File: src/rtl/seg_addr_pkg.sv
package seg_addr_pkg;
  localparam int SEG_BITS   = 16;
  localparam int OFF_BITS   = 16;
  localparam int PARA_SHIFT = 4;
  localparam int NUM_SEGS   = 4;

  typedef enum logic [1:0] {
    SEG_EXTRA = 2'd0,
    SEG_CODE  = 2'd1,
    SEG_STACK = 2'd2,
    SEG_DATA  = 2'd3
  } seg_id_e;

  typedef enum logic [1:0] {
    ACC_DATA  = 2'd0,
    ACC_FETCH = 2'd1,
    ACC_STACK = 2'd2,
    ACC_DATA2 = 2'd3
  } acc_e;

  typedef enum logic [1:0] {
    AM_DIRECT     = 2'd0,
    AM_BASE       = 2'd1,
    AM_INDEX      = 2'd2,
    AM_BASE_INDEX = 2'd3
  } amode_e;

  typedef enum logic [1:0] {
    DSP_NONE = 2'd0,
    DSP_BYTE = 2'd1,
    DSP_WORD = 2'd2,
    DSP_RSVD = 2'd3
  } dsize_e;

  function automatic logic form_uses_base(amode_e m);
    return (m == AM_BASE) || (m == AM_BASE_INDEX);
  endfunction

  function automatic logic form_uses_index(amode_e m);
    return (m == AM_INDEX) || (m == AM_BASE_INDEX);
  endfunction
endpackage

File: src/rtl/seg_bank.sv
module seg_bank
  import seg_addr_pkg::*;
#(
  parameter int SEG_W = SEG_BITS,
  parameter int NSEG  = NUM_SEGS
) (
  input  logic                      clk,
  input  logic                      rst_n,
  input  logic [NSEG-1:0]           ld_en,
  input  logic [SEG_W-1:0]          ld_data,
  output logic [NSEG-1:0][SEG_W-1:0] bank_q
);
  for (genvar k = 0; k < NSEG; k++) begin : g_reg
    always_ff @(posedge clk or negedge rst_n) begin
      if (!rst_n)        bank_q[k] <= '0;
      else if (ld_en[k]) bank_q[k] <= ld_data;
    end
  end
endmodule

File: src/rtl/ea_calc.sv
module ea_calc
  import seg_addr_pkg::*;
#(
  parameter int OFF_W = OFF_BITS
) (
  input  amode_e           mode,
  input  dsize_e           dsize,
  input  logic [OFF_W-1:0] base,
  input  logic [OFF_W-1:0] index,
  input  logic [OFF_W-1:0] disp,
  output logic [OFF_W-1:0] eff
);
  localparam int BYTE_W = 8;

  function automatic logic [OFF_W-1:0] disp_term(logic [OFF_W-1:0] d, dsize_e s);
    case (s)
      DSP_BYTE: return {{(OFF_W-BYTE_W){d[BYTE_W-1]}}, d[BYTE_W-1:0]};
      DSP_WORD: return d;
      default:  return '0;
    endcase
  endfunction

  function automatic logic [OFF_W-1:0] offset_sum(
    amode_e m, dsize_e s, logic [OFF_W-1:0] b, logic [OFF_W-1:0] x, logic [OFF_W-1:0] d);
    logic [OFF_W-1:0] bt, xt;
    if (m == AM_DIRECT) return d;
    bt = form_uses_base(m)  ? b : '0;
    xt = form_uses_index(m) ? x : '0;
    return bt + xt + disp_term(d, s);
  endfunction

  assign eff = offset_sum(mode, dsize, base, index, disp);
endmodule

File: src/rtl/seg_pick.sv
module seg_pick
  import seg_addr_pkg::*;
(
  input  acc_e    access,
  input  amode_e  mode,
  input  logic    base_is_bp,
  input  logic    ovr_en,
  input  seg_id_e ovr_sel,
  output seg_id_e dflt_seg,
  output seg_id_e seg_sel
);
  function automatic seg_id_e default_seg(acc_e a, amode_e m, logic bp);
    case (a)
      ACC_FETCH: return SEG_CODE;
      ACC_STACK: return SEG_STACK;
      default:   return (form_uses_base(m) && bp) ? SEG_STACK : SEG_DATA;
    endcase
  endfunction

  logic is_data;
  assign is_data  = (access == ACC_DATA) || (access == ACC_DATA2);
  assign dflt_seg = default_seg(access, mode, base_is_bp);
  assign seg_sel  = (is_data && ovr_en) ? ovr_sel : dflt_seg;
endmodule

File: src/rtl/phys_form.sv
module phys_form
  import seg_addr_pkg::*;
#(
  parameter int SEG_W = SEG_BITS,
  parameter int OFF_W = OFF_BITS,
  parameter int SHIFT = PARA_SHIFT
) (
  input  logic [SEG_W-1:0]       seg_val,
  input  logic [OFF_W-1:0]       off,
  output logic [SEG_W+SHIFT-1:0] phys
);
  localparam int PW = SEG_W + SHIFT;

  function automatic logic [PW-1:0] combine(logic [SEG_W-1:0] s, logic [OFF_W-1:0] o);
    logic [PW-1:0] sb, ob;
    sb = {s, {SHIFT{1'b0}}};
    ob = PW'(o);
    return sb + ob;
  endfunction

  assign phys = combine(seg_val, off);
endmodule

File: src/rtl/seg_addr_gen.sv
module seg_addr_gen
  import seg_addr_pkg::*;
#(
  parameter int SEG_W = SEG_BITS,
  parameter int OFF_W = OFF_BITS,
  parameter int SHIFT = PARA_SHIFT,
  parameter int NSEG  = NUM_SEGS
) (
  input  logic                   clk,
  input  logic                   rst_n,
  input  logic [NSEG-1:0]        seg_ld_en,
  input  logic [SEG_W-1:0]       seg_ld_data,
  input  logic [OFF_W-1:0]       base_val,
  input  logic                   base_is_bp,
  input  logic [OFF_W-1:0]       index_val,
  input  logic [OFF_W-1:0]       disp_val,
  input  logic [1:0]             disp_size,
  input  logic [1:0]             am_mode,
  input  logic [1:0]             access,
  input  logic                   ovr_en,
  input  logic [1:0]             ovr_sel,
  output logic [SEG_W+SHIFT-1:0] phys_addr,
  output logic [OFF_W-1:0]       eff_offset,
  output logic [1:0]             seg_used
);
  logic [NSEG-1:0][SEG_W-1:0] seg_regs;
  logic [OFF_W-1:0]           off_w;
  seg_id_e                    dflt_w, sel_w;
  logic [SEG_W-1:0]           seg_val_w;

  seg_bank #(.SEG_W(SEG_W), .NSEG(NSEG)) u_bank (
    .clk    (clk),
    .rst_n  (rst_n),
    .ld_en  (seg_ld_en),
    .ld_data(seg_ld_data),
    .bank_q (seg_regs)
  );

  ea_calc #(.OFF_W(OFF_W)) u_ea (
    .mode (amode_e'(am_mode)),
    .dsize(dsize_e'(disp_size)),
    .base (base_val),
    .index(index_val),
    .disp (disp_val),
    .eff  (off_w)
  );

  seg_pick u_pick (
    .access    (acc_e'(access)),
    .mode      (amode_e'(am_mode)),
    .base_is_bp(base_is_bp),
    .ovr_en    (ovr_en),
    .ovr_sel   (seg_id_e'(ovr_sel)),
    .dflt_seg  (dflt_w),
    .seg_sel   (sel_w)
  );

  assign seg_val_w = seg_regs[sel_w];

  phys_form #(.SEG_W(SEG_W), .OFF_W(OFF_W), .SHIFT(SHIFT)) u_phys (
    .seg_val(seg_val_w),
    .off    (off_w),
    .phys   (phys_addr)
  );

  assign eff_offset = off_w;
  assign seg_used   = sel_w;
endmodule

File: config.mk
export PLATFORM = sky130hd
export DESIGN_NAME = seg_addr_gen
export DESIGN_NICKNAME = d
export VERILOG_FILES = /design/src/rtl/seg_addr_pkg.sv /design/src/rtl/seg_bank.sv /design/src/rtl/ea_calc.sv /design/src/rtl/seg_pick.sv /design/src/rtl/phys_form.sv /design/src/rtl/seg_addr_gen.sv
export SDC_FILE = /design/constraint.sdc
export NUM_CORES = 1
export LEC_CHECK = 0
export ABC_CLOCK_PERIOD_IN_PS = 6800
export BUFFER_PORTS_ARGS = -buffer_cell sky130_fd_sc_hd__buf_2
export CELL_PAD_IN_SITES_DETAIL_PLACEMENT = 0
export CELL_PAD_IN_SITES_GLOBAL_PLACEMENT = 1
export CORE_AREA = 2 2 118 120
export CTS_BUF_LIST = sky130_fd_sc_hd__clkbuf_8
export CTS_CLUSTER_SIZE = 40
export DETAILED_ROUTE_END_ITERATION = 6
export DIE_AREA = 0 0 120 122
export GPL_TIMING_DRIVEN = 1
export PLACE_DENSITY_LB_ADDON = 0.1
export SYNTH_ARGS = -nofsm -noshare
export SYNTH_HDL_FRONTEND = slang
export SYNTH_SLANG_ARGS = --single-unit
export TNS_END_PERCENT = 50
File: constraint.sdc
create_clock -name clk -period 6.8 [get_ports clk]
set_input_delay 0.68 -clock clk [delete_from_list [all_inputs] [get_ports clk]]
set_output_delay 0.68 -clock clk [all_outputs]
set_load 0.005 [all_outputs]
; After elaboration in Yosys (flattened, before gate mapping)
; Cells that the tools add are included.
[totals]
ff_bits = 64
in_bits = 80
output_inout_bits = 38
word_cells = 35
[classes]
addsub = 3
order_cmp = 1
n_eq_ne = 8
mux = 12
n_reduce_logical = 7
[op_table]
columns = cell, n
row1 = 16-bit two-way mux, 6
row2 = 16-bit adder, 2
row3 = 16-bit binary-select mux with 2-bit select, 1
row4 = 16-bit one-hot mux with 2 select lines, 1
row5 = 20-bit by 16-bit adder with 20-bit output, 1
row6 = "2-bit == test, second input constant", 5
row7 = "2-bit by 1-bit == test with 1-bit output, second input constant", 3
row8 = 2-bit logical NOT, 2
row9 = 2-bit one-hot mux with 2 select lines, 1
row10 = 1-bit logical OR, 3
row11 = "2-bit by 3-bit < comparator with 1-bit output, second input constant", 1
row12 = 1-bit logical AND, 2
row13 = 1-bit two-way mux, 2
row14 = 2-bit two-way mux, 1

; Depth between registers and ports, before layout
[depth]
word_depth = 9
mapped_depth = 28
mapped_depth_nobuf = 27

; Modules after synthesis
; A second synthesis with hierarchy kept.
[unflattened]
hier_cells = 517
area_unflattened_um2 = 5467.7
[modules_own_cells]
columns = mod, n_inst, cells_per_inst, area_per_inst_um2, seq_area_each_um2
row1 = seg_bank, 1, 136, 2597.5, 1601.5
row2 = ea_calc, 1, 239, 1557.7, 0.0
row3 = phys_form, 1, 110, 802.0, 0.0
row4 = seg_addr_gen, 1, 20, 424.2, 0.0
row5 = seg_pick, 1, 12, 86.3, 0.0

; Worst setup path before layout
; OpenSTA, ideal clock, no wires.
[synth_path]
path_type = input to output
from = input disp_size[0]
to = output phys_addr[17]
t_arrival_ps = 5459
t_required_ps = 6120
path_slack_ps = 661
cell_stages = 26
cell_sequence = inv_1 > ha_1 > clkbuf_1 > nor2_1 > nand2_1 > fa_1 > inv_1 > ha_1 > inv_1 > fa_1 > nor2b_1 > o31a_1 > o21ai_0 > nand2b_1 > xnor2_1 > a21oi_1 > ha_1 > nand2_1 > o21ai_0 > o31a_1 > and2_1 > a211oi_1 > o21ai_2 > a41oi_4 > nor4_1 > a311o_1
[synth_between]
elab_chain_len = 6
[synth_rtl]
columns = element, line
row1 = start: declaration, seg_addr_gen.sv:17  ; input logic [1:0] disp_size,
row2 = 2-bit == test / 2-bit by 1-bit == test with 1-bit output (equally long branches), ea_calc.sv:16  ; case (s)
row3 = 16-bit one-hot mux with 2 select lines *, ea_calc.sv:16
row4 = 16-bit two-way mux *, ea_calc.sv:27  ; bt = form_uses_base(m) ? b : '0;
row5 = 16-bit adder *, ea_calc.sv:29  ; return bt + xt + disp_term(d, s);
row6 = 16-bit two-way mux *, ea_calc.sv:27
row7 = named net eff_offset[7], seg_addr_gen.sv:23  ; output logic [OFF_W-1:0] eff_offset,
row8 = 20-bit by 16-bit adder with 20-bit output *, phys_form.sv:18  ; return sb + ob;
row9 = end: declaration, seg_addr_gen.sv:22  ; output logic [SEG_W+SHIFT-1:0] phys_addr,
; Mark *: on every way through the listed nets, which the timed path passes. The rest lies on a longest branch. The select of a mux whose other input is x is not followed.

; Worst setup path after layout
[layout_path]
from = input disp_size[0]
to = output phys_addr[17]
[layout_between]
elab_chain_len = 6
[layout_rtl]
columns = element, line
row1 = 2-bit == test / 2-bit by 1-bit == test with 1-bit output (equally long branches), ea_calc.sv:16
row2 = 16-bit one-hot mux with 2 select lines *, ea_calc.sv:16
row3 = 16-bit two-way mux *, ea_calc.sv:27
row4 = 16-bit adder *, ea_calc.sv:29
row5 = 16-bit two-way mux *, ea_calc.sv:27
row6 = 20-bit by 16-bit adder with 20-bit output *, phys_form.sv:18
; Every way passes the cells marked *; elsewhere a longest branch is shown, timed or not. The select of a mux whose other input is x is not followed.

==> impl_metrics.tcl <==
set metrics [dict create \
    die_x_um 120 \
    ys_warn_count 0 \
    port_buffers 117 \
    synth_edf_count 0 \
    fmax_mhz 157 \
    cts_buffers 9 \
    setup_viol 0 \
    regArea_mm2 0.00160 \
    drive_gt1_frac 0.348 \
    skew_ns 0 \
    cts.sinks 64 \
    synth_top_family_by_area "multiplexers" \
    slowest_stage "fa_1" \
    diodes 0 \
    nFillCells 1347 \
    synthArstFlopShare 1.00 \
    fin_nets 762 \
    grt_max_degree 65 \
    rows 43 \
    final_area_mm2 0.00612 \
    htree_levels 3 \
    cp.required_ns 6.12 \
    routed_wl_um 12500 \
    status "finished, final reports clean" \
    wire_per_inst_um 15.2 \
    power_density_mw_per_mm2 227 \
    clk_path_buf_depth 2 \
    drv_cap 0 \
    grt_pass1_vias 4074 \
    cp_num_buf_inv 6 \
    synth_compound_area_frac 0.128 \
    grt_first_pass_wirelength_um 20200 \
    hold_viol 0 \
    synth_cell_types 55 \
    worst_pin_slew_ns 0.784 \
    cp-start-kind "input pin" \
    coreArea_mm2 0.0135 \
    antenna_found_initial 0 \
    post_synth_and_or_nand_nor_area_fraction 0.137 \
    slew_viol_final 0 \
    clk_pin_slew_ns 0.06 \
    drcViolationCount 0 \
    syn_inst 527 \
    cts_hold_buf 0 \
    syn2layout_area_growth_pct 17.8 \
    die_h_um 122 \
    ys_top_cells_by_area "dfrtp_1, mux2_2, ha_1, fa_1, nand2_1" \
    cts_tree "done" \
    ys.flop_type "dfrtp_1" \
    synth-seq-cells 64 \
    synthMuxAreaShare 0.205 \
    drt.antenna.violating_nets 0 \
    ys_seq_area_frac 0.308 \
    largest_reg_flops 64 \
    max_flop_register "u_bank.bank_q" \
    synth_fa_ha_area_frac 0.133 \
    p_leak_nw 2.92 \
    dr.pass1.iters 4 \
    slew_headroom 0.477 \
    start_util 0.385 \
    synthXorXnorAreaFrac 0.0387 \
    hold_class "in -> async" \
    worst_ep_arrival_time_ns 5.69 \
    grt_util_all_layers 0.174 \
    syn-num-nets 652 \
    post_dp_cell_area_mm2 0.00594 \
    critical_path.max_fanout 8 \
    critPathCaptureType "output pin" \
    ir_worst_vdd_mv 0.165 \
    fin_setup_tns_ns 0 \
    hpwlAfterDp_um 9870 \
    finalCriticalPeriod_ns 6.37 \
    synth_top_area_cell "dfrtp_1" \
    reg_top3 "u_bank.bank_q x64" \
    cp_slowest_stage_delay_ns 0.44 \
    netlist.area_leader.share 0.308 \
    clk_latency_ns 0.33 \
    viasPerCell 4.94 \
    multi_input_area_mm2 0.00334 \
    dieArea_mm2 0.0146 \
    synth_area_mm2 0.00520 \
    min_period_over_period 0.937 \
    cp_top_family "compound AO/OA/AOI/OAI gates" \
    first_iter_violations 116 \
    ios 118 \
    root_buffer "clkbuf_8" \
    grt.overflow.total 0 \
    grt_setup_unrepaired "false" \
    syn_avg_cell_area_um2 9.86 \
    num_vias 4057 \
    gp_congestion 0.785 \
    worstSetupPathType "in -> out" \
]
==> layout by cell type (no fill, tap or decap), types with 12 or more instances in the layout <==
master	Yosys	layout
buf_2	4	117
nand2_1	77	77
mux2_2	66	66
dfrtp_1	64	64
inv_1	37	41
ha_1	28	28
a21oi_1	25	25
nor2_1	24	24
fa_1	17	17
a21o_1	14	14
o21ai_0	15	13
nand3_1	12	12
mux4_2	12	12
==> per-layer routing <==
| layer | GRT usage | part of all wire |
|---|---|---|
| met1 | 0.228 | 0.48 |
| met2 | 0.302 | 0.47 |
| met3 | 0.0253 | 0.033 |
| met4 | 0.0471 | 0.011 |
| met5 | 0 | 0 |
==> through the flow <==
step,worst slack [ns],std cells,total power [mW],utilization,hold WS [ns]
after floorplan,0.661,527,0.902,-,0.384
after global placement,0.223,805,1.12,0.440,0.483
after detailed placement,0.147,805,1.13,0.440,0.490
after CTS,0.141,820,1.41,0.453,0.507
after global routing,0.0153,821,1.51,0.453,0.517
final,0.426,821,1.39,0.453,0.503
==> cell families (layout without fill, tap and decap cells) <==
group | after synthesis | in the layout
compound gates | 96 | 96
xor+xnor | 20 | 20
fa+ha+maj | 45 | 45
buf+inv | 64 | 178
flops | 64 | 64
mux | 83 | 83
simple gates | 155 | 155
==> cells in the mapped netlist, types with 8 or more instances <==
library cell	count
nor3_1	8
fa_1	17
mux4_2	12
ha_1	28
a21o_1	14
dfrtp_1	64
nor2_1	24
mux2_2	66
o21ai_0	15
a21oi_1	25
inv_1	37
nand2_1	77
nand3_1	12
and2_1	8
xnor2_1	11
clkbuf_1	15
==> worst paths after layout <==
path                                     endpoint  cells after the start         startpoint  slack (ns)
worst min register to register  u_bank.bank_q[55]                      1  u_bank.bank_q[55]        0.50
worst min-delay path            u_bank.bank_q[61]                      2              rst_n        0.50
min in group clk                u_bank.bank_q[55]                      1  u_bank.bank_q[55]        0.50
worst max-delay path                phys_addr[17]                     28       disp_size[0]        0.43
worst max register to register  u_bank.bank_q[32]                      1  u_bank.bank_q[32]        6.04
max in group asynchronous        u_bank.bank_q[0]                      2              rst_n        5.77
==> layout make-up <==
| type | instances | area share |
|---|---|---|
| repair buffers | 125 | 0.105 |
| multi-input cells | 399 | 0.546 |
| inverters | 38 | 0.0233 |
| flip-flops and latches | 64 | 0.262 |
| well taps | 180 | 0.0368 |
| clock buffers | 11 | 0.0247 |
| clock inverters | 4 | 0.00245 |
==> where the power goes <==
group          switching [mW]  internal, mW
clock                   0.127         0.145
combinational           0.358         0.323
sequential             0.0179         0.419
total                   0.503         0.887
==> what timing repair did <==
action | CTS | global route
setup endpoints to repair | 0 | 3
buffers inserted | 0 | 1
hold endpoints to repair | 0 | 0
gates resized for setup | 0 | 3
(Power assumes the default switching activity.)
